$ cat src/rtl/xlate_buf_pkg.sv
package xlate_buf_pkg;
  // Default address geometry: 4 KB pages, 31-bit virtual, 27-bit physical.
  localparam int unsigned XB_VA_W   = 31;
  localparam int unsigned XB_PA_W   = 27;
  localparam int unsigned XB_OFF_W  = 12;
  localparam int unsigned XB_MAX_ENTRIES = 16;

  // Width of an index able to address n entries (at least one bit).
  function automatic int unsigned idx_width(input int unsigned n);
    return (n > 1) ? $clog2(n) : 1;
  endfunction
endpackage

$ cat src/rtl/xlate_slot.sv
// One buffer entry: valid flag, page-number pair and its own comparator.
module xlate_slot #(
  parameter int unsigned VPN_W = 19,
  parameter int unsigned PPN_W = 15
) (
  input  logic             clk,
  input  logic             rst_n,
  input  logic             flush,
  input  logic             wr_sel,
  input  logic [VPN_W-1:0] wr_vpn,
  input  logic [PPN_W-1:0] wr_ppn,
  input  logic [VPN_W-1:0] probe_vpn,
  output logic             match,
  output logic [PPN_W-1:0] ppn_q
);
  logic             valid_q, valid_d;
  logic [VPN_W-1:0] vpn_q, vpn_d;
  logic [PPN_W-1:0] ppn_d;
  logic             pair_en;

  // Next state: an install overrides a flush in the same cycle.
  always_comb begin
    pair_en = wr_sel;
    valid_d = valid_q;
    if (flush)  valid_d = 1'b0;
    if (wr_sel) valid_d = 1'b1;
    vpn_d = wr_vpn;
    ppn_d = wr_ppn;
  end

  always_ff @(posedge clk or negedge rst_n) begin
    if (!rst_n) valid_q <= 1'b0;
    else        valid_q <= valid_d;
  end

  // Page numbers carry no reset; they are qualified by valid_q.
  always_ff @(posedge clk) begin
    if (pair_en) begin
      vpn_q <= vpn_d;
      ppn_q <= ppn_d;
    end
  end

  assign match = valid_q && (vpn_q == probe_vpn);
endmodule

$ cat src/rtl/xlate_first_hit.sv
// Lowest-index priority pick among matching entries, one-hot steered mux.
module xlate_first_hit #(
  parameter int unsigned N     = 2,
  parameter int unsigned W     = 15,
  parameter int unsigned IDX_W = 1
) (
  input  logic [N-1:0]   match,
  input  logic [N*W-1:0] ppn_flat,
  output logic [N-1:0]   first_vec,
  output logic           any,
  output logic [IDX_W-1:0] idx,
  output logic [W-1:0]   ppn
);
  logic [N:0] seen;
  assign seen[0] = 1'b0;

  for (genvar g = 0; g < N; g++) begin : g_chain
    assign first_vec[g] = match[g] && !seen[g];
    assign seen[g+1]    = seen[g] || match[g];
  end

  assign any = seen[N];

  always_comb begin
    ppn = '0;
    idx = '0;
    for (int i = 0; i < N; i++) begin
      ppn = ppn | ({W{first_vec[i]}} & ppn_flat[i*W +: W]);
      if (first_vec[i]) idx = IDX_W'(i);
    end
  end
endmodule

$ cat src/rtl/xlate_buf.sv
module xlate_buf
  import xlate_buf_pkg::*;
#(
  parameter int unsigned ENTRIES = 2,
  parameter int unsigned VA_W    = XB_VA_W,
  parameter int unsigned PA_W    = XB_PA_W,
  parameter int unsigned OFF_W   = XB_OFF_W,
  localparam int unsigned VPN_W  = VA_W - OFF_W,
  localparam int unsigned PPN_W  = PA_W - OFF_W,
  localparam int unsigned IDX_W  = idx_width(ENTRIES)
) (
  input  logic             clk,
  input  logic             rst_n,
  input  logic             flush,
  input  logic             wr_en,
  input  logic [IDX_W-1:0] wr_idx,
  input  logic [VPN_W-1:0] wr_vpn,
  input  logic [PPN_W-1:0] wr_ppn,
  input  logic [VA_W-1:0]  lookup_va,
  output logic             lookup_hit,
  output logic [PA_W-1:0]  lookup_pa,
  output logic [IDX_W-1:0] lookup_way
);
  logic [ENTRIES-1:0]       wr_sel;
  logic [ENTRIES-1:0]       match;
  logic [ENTRIES-1:0]       first_vec;
  logic [ENTRIES*PPN_W-1:0] ppn_flat;
  logic [VPN_W-1:0]         probe_vpn;
  logic [OFF_W-1:0]         probe_off;
  logic [PPN_W-1:0]         sel_ppn;
  logic                     any_hit;
  logic [IDX_W-1:0]         sel_idx;

  assign probe_vpn = lookup_va[VA_W-1:OFF_W];
  assign probe_off = lookup_va[OFF_W-1:0];

  for (genvar g = 0; g < ENTRIES; g++) begin : g_slot
    assign wr_sel[g] = wr_en && (wr_idx == IDX_W'(g));

    xlate_slot #(.VPN_W(VPN_W), .PPN_W(PPN_W)) u_slot (
      .clk       (clk),
      .rst_n     (rst_n),
      .flush     (flush),
      .wr_sel    (wr_sel[g]),
      .wr_vpn    (wr_vpn),
      .wr_ppn    (wr_ppn),
      .probe_vpn (probe_vpn),
      .match     (match[g]),
      .ppn_q     (ppn_flat[g*PPN_W +: PPN_W])
    );
  end

  xlate_first_hit #(.N(ENTRIES), .W(PPN_W), .IDX_W(IDX_W)) u_pick (
    .match     (match),
    .ppn_flat  (ppn_flat),
    .first_vec (first_vec),
    .any       (any_hit),
    .idx       (sel_idx),
    .ppn       (sel_ppn)
  );

  always_comb begin
    lookup_hit = any_hit;
    lookup_way = sel_idx;
    lookup_pa  = '0;
    if (any_hit) lookup_pa = {sel_ppn, probe_off};
  end
endmodule

$ cat config.mk
export PLATFORM = sky130hd
export DESIGN_NAME = xlate_buf
export DESIGN_NICKNAME = d
export VERILOG_FILES = /design/src/rtl/xlate_buf_pkg.sv /design/src/rtl/xlate_slot.sv /design/src/rtl/xlate_first_hit.sv /design/src/rtl/xlate_buf.sv
export SDC_FILE = /design/constraint.sdc
export NUM_CORES = 1
export LEC_CHECK = 0
export BUFFER_PORTS_ARGS = -buffer_cell sky130_fd_sc_hd__buf_2
export CAP_MARGIN = 20
export CORE_UTILIZATION = 30
export DETAILED_ROUTE_END_ITERATION = 12
export PLACE_DENSITY = 0.53
export SYNTH_ARGS = -nofsm -noshare
export SYNTH_HDL_FRONTEND = slang
export SYNTH_SLANG_ARGS = --single-unit
$ cat constraint.sdc
create_clock -name clk -period 2.4 [get_ports clk]
set_clock_uncertainty 0.15 [all_clocks]
set_input_delay 0.24 -clock clk [delete_from_list [all_inputs] [get_ports clk]]
set_output_delay 0.24 -clock clk [all_outputs]
set_load 0.1 [all_outputs]
After elaboration in Yosys (flattened, before gate mapping)
Index checks and enable logic that the tools add are counted.
{ "op_classes": {"eq_ne": 2, "muxes": 5, "bitwise": 4, "reduce_logical": 9} }
{ "op_table": {"columns": ["operator", "count"], "rows": [
  ["$eq 19x19->1", 2],
  ["$and 15x15->15", 2],
  ["$mux 27", 1],
  ["$or 15x15->15", 1],
  ["$logic_and 1x1->1", 5],
  ["$mux 1", 4],
  ["$reduce_bool 2->1", 2],
  ["$logic_not 1->1", 1],
  ["$logic_or 1x1->1", 1],
  ["$not 1->1", 1]
]} }
{ "totals": {"ff_bits": 70, "inputBits": 70, "output_inout_bits": 29, "word_cells": 26} }

Depth between registers and ports, before layout
Gate-level depths: netlist (run 1).
{ "depth": {"word_depth": 7, "mapped_depth": 6, "depth_no_buf": 5} }

By module
A second synthesis (run 1) with hierarchy kept.
{ "unflattened": {"hier_cells": 211, "hier_area_um2": 3026.7} }
{ "modules_own_cells": {"columns": ["module", "instances", "cells_each", "area_per_inst_um2", "seq_area_each_um2"], "rows": [
  ["xlate_slot", 2, 63, 1270.0, 1046.0],
  ["xlate_first_hit", 1, 54, 256.5, 0.0],
  ["xlate_buf", 1, 31, 230.2, 0.0]
]} }

Worst setup path before layout (run 1)
OpenSTA, ideal clock, no wires.
{ "synth_timing": {"kind": "reg-to-output", "start": "register g_slot[1].u_slot.vpn_q[6]", "end": "output lookup_way", "arrival_time_ns": 2.701, "required_time_ns": 2.010, "slack_ns": -0.691, "stages_incl_launch_ff": 7, "path_buffers": 1, "path_cell_list": "edfxtp_1 > xnor2_1 > nand4_1 > nor3_4 > buf_2 > nand2_1 > a21oi_1"} }
{ "synth_between": {"elab_chain_cells": 4} }
{ "synth_rtl": {"columns": ["item", "line", "source"], "rows": [
  ["start: declaration", "xlate_slot.sv:17", "logic [VPN_W-1:0] vpn_q, vpn_d;"],
  ["start signal: assignment", "xlate_slot.sv:39", "vpn_q <= vpn_d;"],
  ["$eq 19x19->1", "xlate_slot.sv:44", "assign match = valid_q && (vpn_q == probe_vpn);"],
  ["$logic_and 1x1->1", "xlate_slot.sv:44", null],
  ["$logic_and 1x1->1", "xlate_first_hit.sv:18", "assign first_vec[g] = match[g] && !seen[g];"],
  ["$mux 1", "xlate_first_hit.sv:29", "if (first_vec[i]) idx = IDX_W'(i);"],
  ["end: declaration", "xlate_buf.sv:22", "output logic [IDX_W-1:0] lookup_way"]
]} }
No other way between the ends.

Final worst setup path (run 1)
{ "layout_timing": {"start": "register g_slot[0].u_slot.vpn_q[13]", "end": "output lookup_pa[26]"} }
{ "layout_between": {"elab_chain_cells": 7, "word_cells_on_any_way": 9, "cone_classes": "1 x eq/ne; 1 x mux; 3 x bitwise; 4 x reduce/logical"} }
{ "layout_rtl": {"columns": ["item", "line", "source"], "rows": [
  ["start: declaration", "xlate_slot.sv:17", null],
  ["start signal: assignment", "xlate_slot.sv:39", null],
  ["$eq 19x19->1 *", "xlate_slot.sv:44", null],
  ["$logic_and 1x1->1 *", "xlate_slot.sv:44", null],
  ["$logic_not 1->1", "xlate_first_hit.sv:18", null],
  ["$logic_and 1x1->1", "xlate_first_hit.sv:18", null],
  ["$and 15x15->15", "xlate_first_hit.sv:28", "ppn = ppn | ({W{first_vec[i]}} & ppn_flat[i*W +: W]);"],
  ["$or 15x15->15", "xlate_first_hit.sv:28", null],
  ["$mux 27 *", "xlate_buf.sv:66", "if (any_hit) lookup_pa = {sel_ppn, probe_off};"],
  ["end: declaration", "xlate_buf.sv:21", "output logic [PA_W-1:0] lookup_pa,"]
]} }
Every way passes the cells marked *; elsewhere a longest branch is shown, timed or not.

==> results of run 1 <==
[worst max-delay path, delay by kind of cell, from the launching register on]
kind | cells | cell delay (ns)
xor+xnor | 1 | 0.18
compound gates | 1 | 0.14
flops | 1 | 0.38
buf+inv | 3 | 0.43
simple gates | 3 | 0.65
[layout make-up]
class,instances,area (sq um)
Clock inverter,3,13.8
Inverter,2,10.0
Fill cell,814,4590
Tap cell,129,161
Multi-Input combinational cell,102,945
Sequential cell,70,2090
Timing Repair Buffer,145,1430
Clock buffer,11,131
[placed cells by master, fill, tap and decap left out]
master / synthesis / routed
sky130_fd_sc_hd__nor2b_1: 11 / 1
sky130_fd_sc_hd__and3_1: 15 / 14
sky130_fd_sc_hd__and3_4: 0 / 1
sky130_fd_sc_hd__a21oi_2: 0 / 1
sky130_fd_sc_hd__inv_1: 2 / 1
sky130_fd_sc_hd__and2_2: 0 / 1
sky130_fd_sc_hd__buf_2: 2 / 69
sky130_fd_sc_hd__nor3_4: 2 / 2
sky130_fd_sc_hd__clkbuf_8: 0 / 9
sky130_fd_sc_hd__a41o_1: 15 / 15
sky130_fd_sc_hd__nor2_4: 0 / 1
sky130_fd_sc_hd__nand2_4: 0 / 1
sky130_fd_sc_hd__a22oi_2: 0 / 1
sky130_fd_sc_hd__inv_4: 0 / 1
sky130_fd_sc_hd__a21o_1: 2 / 2
sky130_fd_sc_hd__clkinv_2: 0 / 2
sky130_fd_sc_hd__nand4_1: 10 / 10
sky130_fd_sc_hd__clkinv_1: 0 / 1
sky130_fd_sc_hd__nor2b_4: 0 / 10
sky130_fd_sc_hd__nor2b_2: 2 / 2
sky130_fd_sc_hd__buf_8: 0 / 1
sky130_fd_sc_hd__nand2_2: 1 / 1
sky130_fd_sc_hd__buf_12: 0 / 32
sky130_fd_sc_hd__dfrtp_1: 2 / 2
sky130_fd_sc_hd__buf_6: 1 / 4
sky130_fd_sc_hd__xnor2_2: 0 / 4
sky130_fd_sc_hd__nor2_1: 1 / 1
sky130_fd_sc_hd__edfxtp_1: 68 / 68
sky130_fd_sc_hd__xnor2_1: 38 / 34
sky130_fd_sc_hd__dlygate4sd3_1: 0 / 35
sky130_fd_sc_hd__clkbuf_1: 1 / 2
sky130_fd_sc_hd__buf_4: 1 / 4
[how the worst max path moves through the flow]
stage / startpoint / depth (start not counted) / end / slack, ns
4_1_cts: g_slot[0].u_slot.vpn_q[12] / 7 / lookup_pa[5] / -0.13
6_report: g_slot[0].u_slot.vpn_q[13] / 8 / lookup_pa[26] / -0.10
2_1_floorplan: g_slot[0].u_slot.vpn_q[3] / 5 / lookup_pa[0] / -0.48
3_3_place_gp: g_slot[0].u_slot.vpn_q[2] / 6 / lookup_pa[20] / 0.17
5_1_grt: g_slot[0].u_slot.vpn_q[6] / 8 / lookup_pa[26] / -0.20
3_5_place_dp: g_slot[0].u_slot.vpn_q[3] / 6 / lookup_pa[20] / 0.13
[state kept, by name (all words and copies together) (netlist names)]
name,flops
g_slot.u_slot.vpn_q,38
g_slot.u_slot.ppn_q,30
g_slot.u_slot.valid_q,2
[cell families (layout without fill, tap and decap cells)]
kind of cell           after synthesis  in the layout  share of synthesized area [%]
AO/OA/AOI/OAI                       19             19                           6.02
XOR/XNOR                            38             38                           11.3
buffers and inverters                8            161                           1.53
flip-flops                          70             70                           70.9
AND/OR/NAND/NOR                     45             45                           10.2
[stage by stage]
stage | instance area [sq um] | setup slack [ns] | setup TNS [ns] | cells | util, %
final | 4780 | -0.102 | -1.91 | 462 | 51.0
after global routing | 4780 | -0.204 | -4.54 | 462 | 51.0
after CTS | 4720 | -0.132 | -3.01 | 460 | 50.3
after detailed placement | 4180 | 0.129 | 0 | 409 | 44.6
after global placement | 4180 | 0.175 | 0 | 409 | 44.6
after floorplan | 3020 | -0.483 | -1.55 | 180 | -
[layer usage]
layer | GRT usage (%) | part of all wire [%] | wire, um | vias to the layer above
met4 | 8.14 | 2.2 | 150 | 0
met3 | 2.83 | 4.9 | 334 | 11
met2 | 23.8 | 50 | 3370 | 72
met1 | 17.9 | 43 | 2960 | 985
li1 | - | - | - | 991
met5 | 0 | 0 | 0 | -
[power groups by stage]
stage / Combinational (W) / Sequential, W / Clock [W]
floorplan: 0.0000968 / 0.00148 / 0
global placement: 0.000204 / 0.00148 / 0
detailed placement: 0.000206 / 0.00149 / 0
CTS: 0.000254 / 0.00146 / 0.000777
global route: 0.000280 / 0.00147 / 0.000826
finish: 0.000255 / 0.00146 / 0.000742
[repair_timing]
action | 4_1_cts | 5_1_grt
resized for setup | 7 | 11
setup endpoints to repair | 29 | 29
hold endpoints to repair | 70 | 0
hold buffers | 35 | 0
pin swaps | 21 | 6
setup buffers | 2 | 2
==> summary.md, run 1 <==
| Metric | Value |
|---|---|
| Result of the run | `finished, violations left` |
| Violations in the final reports | `setup timing` |
| Worst Path Arrival | `2.11 ns` |
| Sequential share of the synthesized area | `70.9%` |
| Overall power | `0.00246 W` |
| DRC viols | `0` |
| Wire length of the first global-routing pass | `10800 um` |
| Leak pwr | `1.98 nW` |
| Achievable frequency | `400 MHz` |
| Synth async-reset ratio | `2.86%` |
| Top-count cell post-synth | `sky130_fd_sc_hd__edfxtp_1` |
| Endpoint required time on the critical path | `2.01 ns` |
| Most used standard cells in the synthesized netlist | `sky130_fd_sc_hd__edfxtp_1 (68), sky130_fd_sc_hd__xnor2_1 (38), sky130_fd_sc_hd__a41o_1 (15), sky130_fd_sc_hd__and3_1 (15), sky130_fd_sc_hd__nor2b_1 (11)` |
| Hold crit path type | `input pin to flip-flop` |
| Category of the worst setup path launch point | `flip-flop` |
| Die Span Y | `101 um` |
| Share of total power consumed by net switching | `21.1%` |
| Critical Setup Path Class | `flip-flop to output port` |
| Proportion of layout cells with a drive suffix above 1 | `44.1%` |
| CTS clock-pin slew for the worst setup and hold paths | `0.06 ns` |
| I/O pin count | `99` |
| Final period util | `104%` |
| Total via count after detailed routing | `2059` |
| Site row count | `35` |
| IR drop worst, VDD | `0.335 mV` |
| Detailed Route WL | `6810 um` |
| Tightest slew margin relative to the limit | `64.2%` |
| Global routing usage summed across all routing layers | `14.5%` |
| Most used cell, CP | `sky130_fd_sc_hd__buf_6` |
| Actual slew at the worst max-slew pin | `0.536 ns` |
| Cell with the largest stage delay on the worst path | `sky130_fd_sc_hd__edfxtp_1` |
| Number of buffers inserted during clock tree synthesis | `9` |
| Post-synthesis to final-layout area growth | `62.1%` |
| Longest Clk Path Bufs | `2` |
| Proportion of power drawn by combinational gates | `10.4%` |
| Number of storage elements in the synthesis netlist | `70` |
| Switching power | `0.000519 W` |
| Via count of the first global-routing pass | `2126` |
| Ratio of total power to cell area | `514 mW/mm^2` |
| Worst path setup slack after routing | `-0.102 ns` |
| Initial DRT Pass Iterations | `4` |
| Average via count per standard cell | `4.46` |
| Cell depth of the worst min-delay path | `3` |
| Largest cells by area after synthesis | `sky130_fd_sc_hd__edfxtp_1 (69%), sky130_fd_sc_hd__xnor2_1 (11%), sky130_fd_sc_hd__a41o_1 (5.1%), sky130_fd_sc_hd__and3_1 (3.2%), sky130_fd_sc_hd__nor2b_1 (2.3%)` |
| Number of enable-type register cells in the synthesized netlist | `68` |
| Number of nets with antenna violations after routing | `0` |
| Total number of yosys warnings | `0` |
| Start point of the worst hold path | `flush` |
| Die span in x | `101 um` |
| Grt ovf | `0` |
| Commonest register cell after synthesis | `sky130_fd_sc_hd__edfxtp_1` |
| Category of the worst setup path capture point | `output port` |
| Max capacitance violation total | `0` |
| Worst Hold End | `g_slot[1].u_slot.valid_q` |
| Die footprint | `0.0102 sq mm` |
| Synthesized instance count | `180` |
| Portion of total power attributed to sequential cells | `59.5%` |
| Insertion delay to the later sink of the worst-skew pair | `0.33 ns` |
| Hold WS | `0.0535 ns` |
| Last weighted congestion value of the routability-driven placer | `0.735` |
| Final max-slew violation count | `0` |
| Initial DRC Count | `102` |
| Critical Path, Cell by Cell | `xnor2_1, nand4_1, nor3_4, buf_6, buf_6, and3_4, a41o_1, buf_12` |
| Setup slack of the worst register-to-register path | `1.57 ns` |
| R2r worst-path depth | `1` |
| Number of distinct library cells after synthesis | `23` |
| Number of diodes | `0` |
| CTS tree | `done` |
| Input/output buffers | `98` |
| H-tree level count | `3` |
| Final setup violating endpoints | `26` |
| Number of antenna violations at the first check in global routing | `0` |
| Internal power | `0.00194 W` |
| Min Clock Period, post-route | `2.50 ns` |
| Final-report hold violation count | `0` |
| R2R Path End | `g_slot[1].u_slot.valid_q` |
| Largest driver fanout on the critical path | `3` |
| Core area | `0.00937 sq mm` |
| Syn avg cell area | `16.4 sq um` |
| Net count of the finished layout | `400` |
| Root Buffer | `sky130_fd_sc_hd__clkbuf_8` |
| Critical Path Max Stage Delay | `0.38 ns` |
| Clock share of power | `30.2%` |
| Biggest area consumer among synthesized cells | `sky130_fd_sc_hd__edfxtp_1` |
| Syn Std Cell Area | `0.00295 sq mm` |
| RSZ-0062 raised after global routing | `true` |
| Sinks on Clock Net | `70` |
| Number of nets produced by synthesis | `250` |
| Average wire per standard cell | `14.7 um` |
| Effective utilization at floorplan | `31.5%` |
| Maximum number of pins on one net before global-route repair | `21` |
| Start of the worst register-to-register path | `g_slot[1].u_slot.valid_q` |
| DP HPWL | `4730 um` |
| Share of the synthesized area in the top cell type | `69.2%` |
Note: power is estimated with default switching activity, not from simulation.
==> run 2, diff against run 1 <==
==> constraint.sdc (replaced) <==
create_clock -name clk -period 2.4 [get_ports clk]
set_clock_uncertainty 0.15 [all_clocks]
set_input_delay 0.12 -clock clk [delete_from_list [all_inputs] [get_ports clk]]
set_output_delay 0.12 -clock clk [all_outputs]
set_load 0.1 [all_outputs]
==> summary.md, run 2 (synthesized netlist as in run 1, its figures left out) <==
| Metric | Value |
|---|---|
| Cell depth of the worst min-delay path | `2` |
| Category of the worst setup path launch point | `flip-flop` |
| Initial DRC Count | `92` |
| Cell family with most CP delay | `simple AND/OR/NAND/NOR gates` |
| Fill cell count | `816` |
| Result of the run | `complete, no violations` |
| Largest driver fanout on the critical path | `6` |
| Core area | `0.00937 sq mm` |
| Maximum number of pins on one net before global-route repair | `36` |
| Die span in x | `101 um` |
| Min Clock Period, post-route | `2.40 ns` |
| H-tree level count | `3` |
| DP HPWL | `4710 um` |
| R2R Path End | `g_slot[1].u_slot.valid_q` |
| IR drop worst, VDD | `0.434 mV` |
| Buffer and inverter count on the worst path | `3` |
| Clock share of power | `39.4%` |
| Internal power | `0.00226 W` |
| I/O pin count | `99` |
| Most crowded layer after global routing | `met2` |
| Most frequent cells in the layout | `sky130_fd_sc_hd__buf_2 (69), sky130_fd_sc_hd__edfxtp_1 (68), sky130_fd_sc_hd__xnor2_1 (37), sky130_fd_sc_hd__dlygate4sd3_1 (37), sky130_fd_sc_hd__buf_12 (31)` |
| Average via count per standard cell | `4.38` |
| Placed cells | `408` |
| Setup TNS Final | `0 ns` |
| Worst Path Arrival | `2.13 ns` |
| Effective utilization at floorplan | `31.5%` |
| Setup slack of the worst register-to-register path | `1.55 ns` |
| CTS clock-pin slew for the worst setup and hold paths | `0.08 ns` |
| Most common library cell in the layout ignoring fill and taps | `sky130_fd_sc_hd__buf_2` |
| Number of buffers inserted during clock tree synthesis | `9` |
| Switching power | `0.000564 W` |
| Max capacitance violation total | `0` |
| Insertion delay to the later sink of the worst-skew pair | `0.34 ns` |
| Die footprint | `0.0102 sq mm` |
| Final max-slew violation count | `0` |
| Sinks on Clock Net | `70` |
| M1 GR Usage | `16.2%` |
| Tightest slew margin relative to the limit | `61.6%` |
| Detailed Route WL | `6830 um` |
| Longest Clk Path Bufs | `2` |
| Final standard cell area without fillers | `0.00486 sq mm` |
| Die Span Y | `101 um` |
| Via count of the first global-routing pass | `2109` |
| Total placed instance area | `0.00408 sq mm` |
| Actual slew at the worst max-slew pin | `0.575 ns` |
| Initial DRT Pass Iterations | `4` |
| Total via count after detailed routing | `2044` |
| Met3 track utilization from global routing | `2.83%` |
| Input/output buffers | `98` |
| Category of the worst setup path capture point | `output port` |
| Post-synthesis to final-layout area growth | `64.7%` |
| Final setup violating endpoints | `0` |
| Last weighted congestion value of the routability-driven placer | `0.715` |
| Number of diodes | `0` |
| Number of cells in the finished layout apart from fillers | `467` |
| Share of total power consumed by net switching | `19.9%` |
| Grt ovf | `0` |
| Average wire per standard cell | `14.6 um` |
| Endpoint required time on the critical path | `2.13 ns` |
| Net count of the finished layout | `403` |
| Start point of the worst hold path | `wr_idx` |
| Critical Path Max Stage Delay | `0.41 ns` |
| Number of antenna violations at the first check in global routing | `0` |
| Critical Path, Cell by Cell | `xnor2_2, nand4_1, nor3_4, buf_6, buf_6, and3_1, a41o_1, buf_12` |
| Largest registers | `g_slot.u_slot.vpn_q: 38 flops, g_slot.u_slot.ppn_q: 30 flops, g_slot.u_slot.valid_q: 2 flops` |
| RSZ-0062 raised after global routing | `true` |
| Global routing usage summed across all routing layers | `14.2%` |
| R2r worst-path depth | `1` |
| Root Buffer | `sky130_fd_sc_hd__clkbuf_8` |
| Start of the worst register-to-register path | `g_slot[1].u_slot.valid_q` |
| Critical Setup Path Class | `flip-flop to output port` |
| Proportion of power drawn by combinational gates | `8.9%` |
| Max FFs per register | `38` |
| Worst path setup slack after routing | `0.00384 ns` |
| Proportion of layout cells with a drive suffix above 1 | `44.1%` |
| Met2 Use GR | `24.8%` |
| Achievable frequency | `417 MHz` |
| Number of nets with antenna violations after routing | `0` |
| Cell with the largest stage delay on the worst path | `sky130_fd_sc_hd__edfxtp_1` |
| Ratio of total power to cell area | `582 mW/mm^2` |
| Final-report hold violation count | `0` |
| Site row count | `35` |
| Worst Setup Slack post-DPL | `0.219 ns` |
| CTS tree | `done` |
| DRC viols | `0` |
| Largest register by flop count | `g_slot.u_slot.vpn_q` |
| Wire length of the first global-routing pass | `10400 um` |
| Final period util | `99.8%` |
| Hold crit path type | `input pin to flip-flop` |
| Worst Hold End | `g_slot[0].u_slot.ppn_q[12]` |
| Most used cell, CP | `sky130_fd_sc_hd__buf_6` |
| Portion of total power attributed to sequential cells | `51.7%` |
| Leak pwr | `2.02 nW` |
run 2: cell types whose count changed in the layout (fill, tap and decap cells not counted), sizes merged:
cell,previous run,this run
buf,110,111
bufinv,0,3
clkbuf,11,9
clkinvlp,0,1
dlygate4sd3,35,37
run 2: repair_timing:
item,CTS,global route
endpoints found under the setup margin,28,28
gates cloned,1,0
buffers inserted,4,2
hold buffers,37,0
resized for setup,17,13
hold endpoints to repair,72,0
pin swaps,4,7
run 2: final cells by class:
class,count,area (sq um),area share (%)
Clock buffer,9,124,2.55
Clock inverter,7,113,2.32
Inverter,2,7.51,0.155
Multi-Input combinational cell,102,922,19.0
Sequential cell,70,2090,43.1
Tap cell,129,161,3.32
Timing Repair Buffer,148,1440,29.6
run 2: power groups by stage:
stage / logic, W / registers [W] / clock network, W
5_1_grt: 0.000272 / 0.00147 / 0.00119
3_5_place_dp: 0.000200 / 0.00149 / 0
3_3_place_gp: 0.000198 / 0.00148 / 0
2_1_floorplan: 0.0000936 / 0.00148 / 0
6_report: 0.000251 / 0.00146 / 0.00111
4_1_cts: 0.000252 / 0.00146 / 0.00114
run 2: worst max path at each step:
stage,start,endpoint,cells after the start
after detailed placement,g_slot[0].u_slot.vpn_q[3],lookup_pa[4],7
after floorplan,g_slot[0].u_slot.vpn_q[3],lookup_pa[10],6
final,g_slot[0].u_slot.vpn_q[1],lookup_pa[17],8
after CTS,g_slot[0].u_slot.vpn_q[1],lookup_pa[17],8
after global placement,g_slot[0].u_slot.vpn_q[3],lookup_pa[17],6
after global routing,g_slot[0].u_slot.vpn_q[3],lookup_pa[17],8
run 2: layer usage:
metal,part of all wire (%),vias to the layer above,wire [um]
met2,51,72,3510
li1,-,1000,-
met1,42,960,2860
met5,0,-,0
met3,4.4,12,302
met4,2.3,0,157
run 2: per-stage QoR:
step / util (%) / power [W] / hold slack [ns]
after CTS: 51.1 / 0.00285 / 0.0282
after global placement: 43.5 / 0.00168 / -0.245
after floorplan: - / 0.00158 / -0.326
after detailed placement: 43.5 / 0.00169 / -0.242
final: 51.8 / 0.00283 / 0.0344
after global routing: 51.8 / 0.00293 / 0.0438
==> run 3, diff against run 2 <==
Settings changed: MAX_ROUTING_LAYER from default to met4, PLACE_DENSITY 0.53 to 0.55, SYNTH_HIERARCHICAL from default to 1.
Clock period 2.4 ns to 2 ns, I/O delays scaled along.
==> summary.md, run 3 <==
| Metric | Value |
|---|---|
| Result of the run | `finished, violations left` |
| Violations in the final reports | `setup timing` |
| Final-report hold violation count | `0` |
| Cell depth of the worst min-delay path | `2` |
| Number of buffers inserted during clock tree synthesis | `9` |
| Total placed instance area | `0.00423 sq mm` |
| Number of cells in the finished layout apart from fillers | `508` |
| Detailed Route WL | `6890 um` |
| Longest Clk Path Bufs | `2` |
| Die footprint | `0.0104 sq mm` |
| Cell family with most CP delay | `simple AND/OR/NAND/NOR gates` |
| Final setup violating endpoints | `29` |
| Insertion delay to the later sink of the worst-skew pair | `0.33 ns` |
| Critical Path, Cell by Cell | `xor2_1, nor4_1, buf_4, nand3_4, nor3_4, buf_6, buf_12, nand2_1, o21ai_1, and2_4, buf_12` |
| Critical Path Max Stage Delay | `0.37 ns` |
| DRC viols | `0` |
| Start of the worst register-to-register path | `g_slot[1].u_slot/valid_q` |
| Worst Path Arrival | `2.40 ns` |
| Achievable frequency | `377 MHz` |
| Category of the worst setup path launch point | `flip-flop` |
| Die span in x | `102 um` |
| Cell with the largest stage delay on the worst path | `sky130_fd_sc_hd__edfxtp_1` |
| Die Span Y | `102 um` |
| Grt ovf | `0` |
| Max FFs per register | `38` |
| Site row count | `36` |
| Worst Setup Slack post-DPL | `-0.489 ns` |
| RSZ-0062 raised after global routing | `true` |
| Largest register by flop count | `g_slot.u_slot/vpn_q` |
| Category of the worst setup path capture point | `output port` |
| Actual slew at the worst max-slew pin | `0.445 ns` |
| Total number of yosys warnings | `6` |
| Ratio of total power to cell area | `637 mW/mm^2` |
| Syn avg cell area | `14.4 sq um` |
| Last weighted congestion value of the routability-driven placer | `0.729` |
| Root Buffer | `sky130_fd_sc_hd__clkbuf_8` |
| CTS tree | `done` |
| Final max-slew violation count | `0` |
| Largest registers | `g_slot.u_slot/vpn_q: 38 flops, g_slot.u_slot/ppn_q: 30 flops, g_slot.u_slot/valid_q: 2 flops` |
| Proportion of layout cells with a drive suffix above 1 | `48.5%` |
| Number of antenna violations at the first check in global routing | `0` |
| Number of nets produced by synthesis | `279` |
| R2r worst-path depth | `1` |
| Net count of the finished layout | `440` |
| Worst Hold End | `g_slot[0].u_slot/ppn_q[10]` |
| Synthesized instance count | `209` |
| Initial DRC Count | `59` |
| Buffer and inverter count on the worst path | `4` |
| Via count of the first global-routing pass | `2119` |
| I/O pin count | `99` |
| Post-synthesis to final-layout area growth | `69.7%` |
| Global routing usage summed across all routing layers | `14.0%` |
| Critical Setup Path Class | `flip-flop to output port` |
| H-tree level count | `3` |
| Tightest slew margin relative to the limit | `70.3%` |
| Number of diodes | `0` |
| Final period util | `133%` |
| Input/output buffers | `98` |
| Maximum number of pins on one net before global-route repair | `32` |
| Largest driver fanout on the critical path | `7` |
| Most common library cell in the layout ignoring fill and taps | `sky130_fd_sc_hd__buf_2` |
| CTS clock-pin slew for the worst setup and hold paths | `0.07 ns` |
| Syn Std Cell Area | `0.00301 sq mm` |
| Max capacitance violation total | `0` |
| Core area | `0.00973 sq mm` |
| Wire length of the first global-routing pass | `10300 um` |
| Total via count after detailed routing | `2183` |
| Most used cell, CP | `sky130_fd_sc_hd__buf_12` |
| Min Clock Period, post-route | `2.65 ns` |
| IR drop worst, VDD | `0.478 mV` |
| Initial DRT Pass Iterations | `4` |
| Worst path setup slack after routing | `-0.651 ns` |
| Final standard cell area without fillers | `0.00511 sq mm` |
| Average via count per standard cell | `4.30` |
| Setup slack of the worst register-to-register path | `1.20 ns` |
| Number of nets with antenna violations after routing | `0` |
| DP HPWL | `4330 um` |
| Leak pwr | `1.97 nW` |
| Hold crit path type | `input pin to flip-flop` |
| Sinks on Clock Net | `70` |
| R2R Path End | `g_slot[1].u_slot/valid_q` |
| Start point of the worst hold path | `wr_en` |
| Effective utilization at floorplan | `31.0%` |
| Placed cells | `442` |
| Endpoint required time on the critical path | `1.75 ns` |
| Average wire per standard cell | `13.6 um` |
| Most frequent cells in the layout | `sky130_fd_sc_hd__buf_2 (69), sky130_fd_sc_hd__edfxtp_1 (68), sky130_fd_sc_hd__dlygate4sd3_1 (38), sky130_fd_sc_hd__buf_12 (35), sky130_fd_sc_hd__and2_4 (27)` |
run 3: changes by cell type in the layout (fill, tap and decap cells not counted), sizes merged, moves of 15 or more:
cell | before | now
o21ai | 0 | 15
xor2 | 0 | 24
and3 | 15 | 0
and2 | 1 | 28
xnor2 | 38 | 14
a41o | 15 | 0
nand2 | 2 | 30
run 3: worst max-delay path by stage:
| stage | start | to | slack [ns] | cells after the start |
|---|---|---|---|---|
| after detailed placement | g_slot[0].u_slot/vpn_q[11] | lookup_pa[0] | -0.49 | 7 |
| after CTS | g_slot[1].u_slot/vpn_q[5] | lookup_pa[18] | -0.69 | 11 |
| after global routing | g_slot[0].u_slot/vpn_q[5] | lookup_pa[23] | -0.78 | 10 |
| final | g_slot[1].u_slot/vpn_q[17] | lookup_pa[19] | -0.65 | 11 |
| after floorplan | g_slot[1].u_slot/vpn_q[11] | lookup_pa[10] | -0.36 | 9 |
| after global placement | g_slot[0].u_slot/vpn_q[17] | lookup_pa[5] | -0.47 | 8 |
run 3: what timing repair did:
action,CTS,global route
buffers inserted,5,1
endpoints found under the hold margin,83,0
endpoints found under the setup margin,29,29
gates resized for setup,24,12
pin swaps,11,14
hold buffers,38,0
gates cloned,3,3
run 3: per-layer routing:
| layer | up-vias | track usage, % | part of all wire [%] |
|---|---|---|---|
| met5 | - | - | 0 |
| met4 | 0 | 5.60 | 0.90 |
| met2 | 85 | 23.5 | 51 |
| met3 | 8 | 3.49 | 6.8 |
| li1 | 1057 | - | - |
| met1 | 1033 | 16.1 | 41 |
run 3: stage by stage:
stage	total power (W)	TNS [ns]	util (%)	hold slack, ns
floorplan	0.00187	-9.36	-	-0.346
global placement	0.00200	-13.32	43.5	-0.266
detailed placement	0.00200	-13.59	43.5	-0.263
CTS	0.00328	-19.04	51.1	0.0651
global route	0.00339	-22.19	52.5	0.0723
finish	0.00325	-18.17	52.5	0.0841
run 3: area by class of cell:
cell class	count	area [sq um]
fillers	844	4620
flip-flops and latches	70	2090
repair buffers	154	1590
multi-input cells	133	1040
well taps	133	166
clock buffers	10	128
clock inverters	6	86.3
inverters	2	7.51
run 3: power by group:
group,internal (W),switching [W]
combinational,0.000164,0.000138
sequential,0.00172,0.0000335
clock,0.000700,0.000500
total,0.00258,0.000671
